--- src/rtl/gpio_port_regs.sv ---
module gpio_port_regs #(
  parameter int NUM_PORTS = 4,
  parameter int ADDR_W    = 12
) (
  input  logic                   clk,
  input  logic                   rst_n,
  input  logic                   bus_valid,
  input  logic                   bus_write,
  input  logic                   bus_half,
  input  logic [ADDR_W-1:0]      bus_addr,
  input  logic [15:0]            bus_wdata,
  output logic                   bus_rvalid,
  output logic [15:0]            bus_rdata,
  input  logic [NUM_PORTS*8-1:0] pad_in,
  output logic [NUM_PORTS*8-1:0] pad_oe,
  output logic [NUM_PORTS*8-1:0] pad_out,
  output logic [NUM_PORTS*8-1:0] pad_periph
);
  localparam int NPINS    = NUM_PORTS * 8;
  localparam int DIR_BASE = 'h000;
  localparam int ODR_BASE = 'h040;
  localparam int IDR_BASE = 'h060;
  localparam int MOD_BASE = 'h080;

  logic [2*NPINS-1:0]   dir_q;
  logic [NPINS-1:0]     odr_q, mode_q, sync1_q, sync2_q;
  logic [NUM_PORTS-1:0] dir_sel, odr_sel, idr_sel, mod_sel;
  logic [15:0]          rd_mux;

  wire do_wr = bus_valid & bus_write;
  wire do_rd = bus_valid & ~bus_write;

  always_comb begin
    for (int n = 0; n < NUM_PORTS; n++) begin
      dir_sel[n] = bus_half  & (bus_addr == ADDR_W'(DIR_BASE + 2*n));
      odr_sel[n] = ~bus_half & (bus_addr == ADDR_W'(ODR_BASE + n));
      idr_sel[n] = ~bus_half & (bus_addr == ADDR_W'(IDR_BASE + n));
      mod_sel[n] = ~bus_half & (bus_addr == ADDR_W'(MOD_BASE + n));
    end
  end

  always_comb begin
    rd_mux = '0;
    for (int n = 0; n < NUM_PORTS; n++) begin
      if (dir_sel[n]) rd_mux = dir_q[16*n +: 16];
      if (odr_sel[n]) rd_mux = {8'h00, odr_q[8*n +: 8]};
      if (idr_sel[n]) rd_mux = {8'h00, sync2_q[8*n +: 8]};
      if (mod_sel[n]) rd_mux = {8'h00, mode_q[8*n +: 8]};
    end
  end

  always_ff @(posedge clk or negedge rst_n) begin
    if (!rst_n) begin
      dir_q  <= '0;
      odr_q  <= '0;
      mode_q <= '0;
    end else if (do_wr) begin
      for (int n = 0; n < NUM_PORTS; n++) begin
        if (dir_sel[n]) dir_q[16*n +: 16] <= bus_wdata;
        if (odr_sel[n]) odr_q[8*n +: 8]   <= bus_wdata[7:0];
        if (mod_sel[n]) mode_q[8*n +: 8]  <= bus_wdata[7:0];
      end
    end
  end

  always_ff @(posedge clk or negedge rst_n) begin
    if (!rst_n) begin
      sync1_q <= '0;
      sync2_q <= '0;
    end else begin
      sync1_q <= pad_in;
      sync2_q <= sync1_q;
    end
  end

  always_ff @(posedge clk or negedge rst_n) begin
    if (!rst_n) begin
      bus_rvalid <= 1'b0;
      bus_rdata  <= '0;
    end else begin
      bus_rvalid <= do_rd;
      bus_rdata  <= do_rd ? rd_mux : 16'h0000;
    end
  end

  for (genvar i = 0; i < NPINS; i++) begin : g_pin
    assign pad_oe[i] = ~mode_q[i] & dir_q[2*i+1] & dir_q[2*i];
  end

  assign pad_out    = odr_q;
  assign pad_periph = mode_q;

endmodule


--- config.mk ---
export PLATFORM = sky130hd
export DESIGN_NAME = gpio_port_regs
export DESIGN_NICKNAME = d
export VERILOG_FILES = /design/src/rtl/gpio_port_regs.sv
export SDC_FILE = /design/constraint.sdc
export NUM_CORES = 1
export LEC_CHECK = 0
export BUFFER_PORTS_ARGS = -buffer_cell sky130_fd_sc_hd__buf_2
export CORE_UTILIZATION = 45
export CTS_CLUSTER_SIZE = 40
export DETAILED_ROUTE_END_ITERATION = 8
export PLACE_DENSITY = 0.67
export REMOVE_ABC_BUFFERS = 1
export SLEW_MARGIN = 10
export SYNTH_ARGS = -nofsm -noshare
export SYNTH_HDL_FRONTEND = slang
export SYNTH_SLANG_ARGS = --single-unit
--- constraint.sdc ---
create_clock -name clk -period 2.5 [get_ports clk]
set_input_delay 0.25 -clock clk [delete_from_list [all_inputs] [get_ports clk]]
set_output_delay 0.25 -clock clk [all_outputs]
set_load 0.02 [all_outputs]
==> results by group <==
Outcome
  – Status: finished clean

Worst setup path
  – Crit-path cells: buf_2 -> or4b_1 -> buf_4 -> o21ai_0 -> and3_1 -> o22ai_1 -> o311ai_0 -> a21oi_1
  – Setup CP Type: in2reg
  – Startpoint types: input pin
  – Crit. End Element: register
  – Worst path arrival time: 2.40 ns
  – Crit-path max cell delay: 0.65 ns
  – Crit Path Max Fanout: 10
  – Delay-heaviest family, CP: compound AO/OA/AOI/OAI gates
  – Critical Path RT: 2.87 ns
  – CP max stage cell: or4b_1
  – Critical path buffers and inverters: 2

STA
  – RSZ-0062 raised after global routing: no
  – Worst slew margin: 0.5842
  – Final setup margin: 0.4737 ns
  – Fin crit share: 0.8105
  – Worst clock skew: 0.007191 ns
  – Final hold vios: 0
  – Max-slew violations: 0
  – Fmax: 493.5 MHz
  – Worst-margin pin slew: 0.6237 ns
  – Final setup fails: 0
  – Fin crit period: 2.026 ns

Floorplan
  – Initial Utilization: 0.4660
  – Die Width: 144.9 microns
  – Die area: 20990 sq um
  – Die Height: 144.9 microns
  – Core Box Area: 19720 sq um
  – Row count: 51
  – IO Pins: 178

Detailed routing
  – # DRC: 0
  – DR WL/cell: 23.70 microns
  – Via-per-instance ratio: 5.756
  – Vias: 7299
  – WL final: 30050 microns
  – Post-route ant nets: 0
  – Drt first pass iters: 7
  – Initial DRC Count: 643

Synthesis
  – Cells after Synth: 728
  – Async S/R FF share, synth: 1.000
  – Mapped Area: 9188 sq um
  – Synthesized area per cell: 12.62 sq um
  – Share of the yosys chip area belonging to registers: 0.5692
  – Number of synthesized flops with an enable pin: 0
  – Flop and latch count out of synthesis: 209
  – YS warnings: 0
  – Distinct cell type count after synthesis: 77
  – Most used DFF post-synth: dfrtp_1

Pwr
  – Clock share of power: 0.466
  – Comb power frac: 0.055
  – P_int: 5.618 mW
  – Power Dens Cells: 610.0 nW/um^2
  – Leak pwr: 5.970 nW
  – Switching Share: 0.2212
  – Sequential share of power: 0.480
  – Switching Power: 1.596 mW
  – Worst ir drop on vdd: 0.7338 mV

Placement
  – Detailed Place HPWL: 21910 microns
  – Dpl ws: -0.05841 ns
  – Buffers on Ports: 177
  – Gp weighted congestion: 0.9655
  – Dpl cells: 1194

Finish
  – Post-Layout Cell Count: 1268
  – Layout cell share with drive strength beyond 1: 0.4391
  – Nets: 1051
  – P&R area growth vs syn: 28.72%
  – Final core utilization: 0.5998

Clocking
  – CTS resizes: 0
  – H-tree depth: 1
  – CTS Sinks: 209
  – CTS tree: built
  – Clk pin slew, worst setup/hold paths: 0.06 ns
  – Clock buffer depth: 3
  – Clk_lat worst skew: 0.51 ns
  – Number of clock buffers inserted by TritonCTS: 22
  – Clock root cell: clkbuf_16
  – Post-CTS setup repair buffer count: 0

Global routing
  – First-pass GRT wire length: 44440 microns
  – Vias in the first global route: 7049
  – Largest net degree at the start of global routing: 71
  – Initial antenna violation count: 1
  – Tot GR Track Use: 0.2950
  – Total gr overflow: 0

Worst hold path
  – Hold Crit Class: in2reg

Job
  – Max_cap viols: 0
[cell usage after synthesis, types with 3 or more instances]
library cell / number / share of area
o21ai_1: 3 / 0.0016
or4b_1: 3 / 0.0033
nor4b_1: 3 / 0.0029
nor3_1: 3 / 0.0016
clkbuf_1: 18 / 0.0074
nor2_1: 45 / 0.018
nor2b_1: 3 / 0.0020
nor3b_1: 4 / 0.0033
a22oi_1: 9 / 0.0074
nand2b_1: 6 / 0.0041
a222oi_1: 9 / 0.0098
mux2i_1: 4 / 0.0044
a21o_1: 3 / 0.0025
a21oi_1: 22 / 0.012
dfrtp_1: 209 / 0.57
inv_1: 12 / 0.0049
o22a_1: 3 / 0.0029
and3b_1: 8 / 0.0076
o22ai_1: 10 / 0.0068
buf_6: 4 / 0.0049
and3_1: 9 / 0.0061
mux2_2: 129 / 0.16
nor4_4: 5 / 0.012
a32oi_1: 3 / 0.0029
nor4_1: 3 / 0.0020
a221oi_1: 7 / 0.0067
nand4_1: 14 / 0.0095
buf_2: 19 / 0.010
nand3_1: 10 / 0.0054
o21ai_0: 14 / 0.0076
nand2_1: 55 / 0.022
o221ai_1: 7 / 0.0067
o2bb2ai_1: 4 / 0.0038
nor4b_2: 3 / 0.0049
o211ai_1: 9 / 0.0074
[power groups by stage]
stage | sequential [mW] | clock (mW) | combinational (mW)
after floorplan | 3.52 | 0 | 0.0815
after global placement | 3.52 | 0 | 0.353
after detailed placement | 3.52 | 0 | 0.354
after CTS | 3.46 | 3.41 | 0.394
after global routing | 3.46 | 3.55 | 0.427
final | 3.46 | 3.36 | 0.394
[cells by family after synthesis]
family                 after synthesis  synth area share
flip-flops                         209            0.5693
AND/OR/NAND/NOR                    198            0.1301
AO/OA/AOI/OAI                      129            0.1034
buffers and inverters               58           0.03391
multiplexers                       133            0.1625
XOR/XNOR                             1         0.0009535
[state kept, by name, summed over array words and instances (netlist names)]
signal / cells
pad_out: 32
pad_periph: 32
bus_rdata: 16
dir_q: 64
bus_rvalid: 1
sync1_q: 32
sync2_q: 32
[worst register-to-register path, cell delays in order (launching register included)]
cell	delay [ns]
dfrtp_1	0.36
mux2_2	0.18
nand4_1	0.13
a21o_1	0.19
a2111oi_0	0.49
buf_4	0.19
o2bb2ai_1	0.10
a21oi_1	0.13
[cell usage in the layout, fill, tap and decap left out, drive strengths merged, types with 3 or more instances in the layout]
cell type,count
o2bb2ai,4
clkbuf,34
nor3b,4
a221o,3
o22a,3
inv,12
nor2b,3
or4b,4
a222oi,9
o21ai,17
o22ai,10
dlygate4sd3,33
nand4,15
and3,9
a21oi,22
o221ai,7
a22oi,9
nor2,45
nand2,57
mux2,129
nor4b,6
nand3,12
and3b,8
or4,3
a21o,3
a32oi,3
o211ai,9
dfrtp,209
clkinv,5
buf,246
nand2b,6
nor4,9
a221oi,7
mux2i,4
nor3,7
[routing by layer]
layer	GRT usage	vias to the layer above	share of wire
li1	-	3224	-
met1	0.4098	3680	0.43
met2	0.4701	321	0.47
met3	0.04640	74	0.074
met4	0.1019	0	0.032
met5	0	-	0
[final timing paths]
| kind | start | endpoint | slack, ns | cells past startpoint |
|---|---|---|---|---|
| setup / recovery | bus_addr[4] | bus_rdata[2] | 0.47 | 8 |
| hold / removal | bus_wdata[8] | dir_q[24] | 0.02 | 2 |
| setup reg to reg | pad_out[7] | bus_rdata[7] | 0.66 | 7 |
| hold reg to reg | sync1_q[26] | sync2_q[26] | 0.35 | 0 |
| max in group asynchronous | rst_n | bus_rdata[9] | 1.49 | 3 |
| min in group asynchronous | rst_n | pad_periph[3] | 0.32 | 2 |
[final cells by class]
type                       count  area [sq um]
tap                          265         331.6
timing repair buffer         280          1800
multi-input combinational    461          3659
clock buffer                  33         661.9
inverter                      12         45.04
fill                        1631          7891
sequential                   209          5230
antenna                        1         2.502
clock inverter                 7         96.34
[timing repair]
item | 4_1_cts | 5_1_grt
hold endpoints to repair | 97 | 0
setup endpoints to repair | 0 | 0
hold buffers | 33 | 0
[stage by stage]
stage           TNS, ns  cell area, sq um  hold slack [ns]  power [mW]
6_report              0             11830          0.02273       7.215
5_1_grt               0             11830          0.01857       7.442
4_1_cts               0             11820         0.003257       7.267
3_5_place_dp   -0.08354             10740           0.3026       3.876
3_3_place_gp    -0.1493             10740           0.3002       3.874
2_1_floorplan    -2.414              8921         -0.04559       3.597
Note: power is estimated with default switching activity, not from simulation.
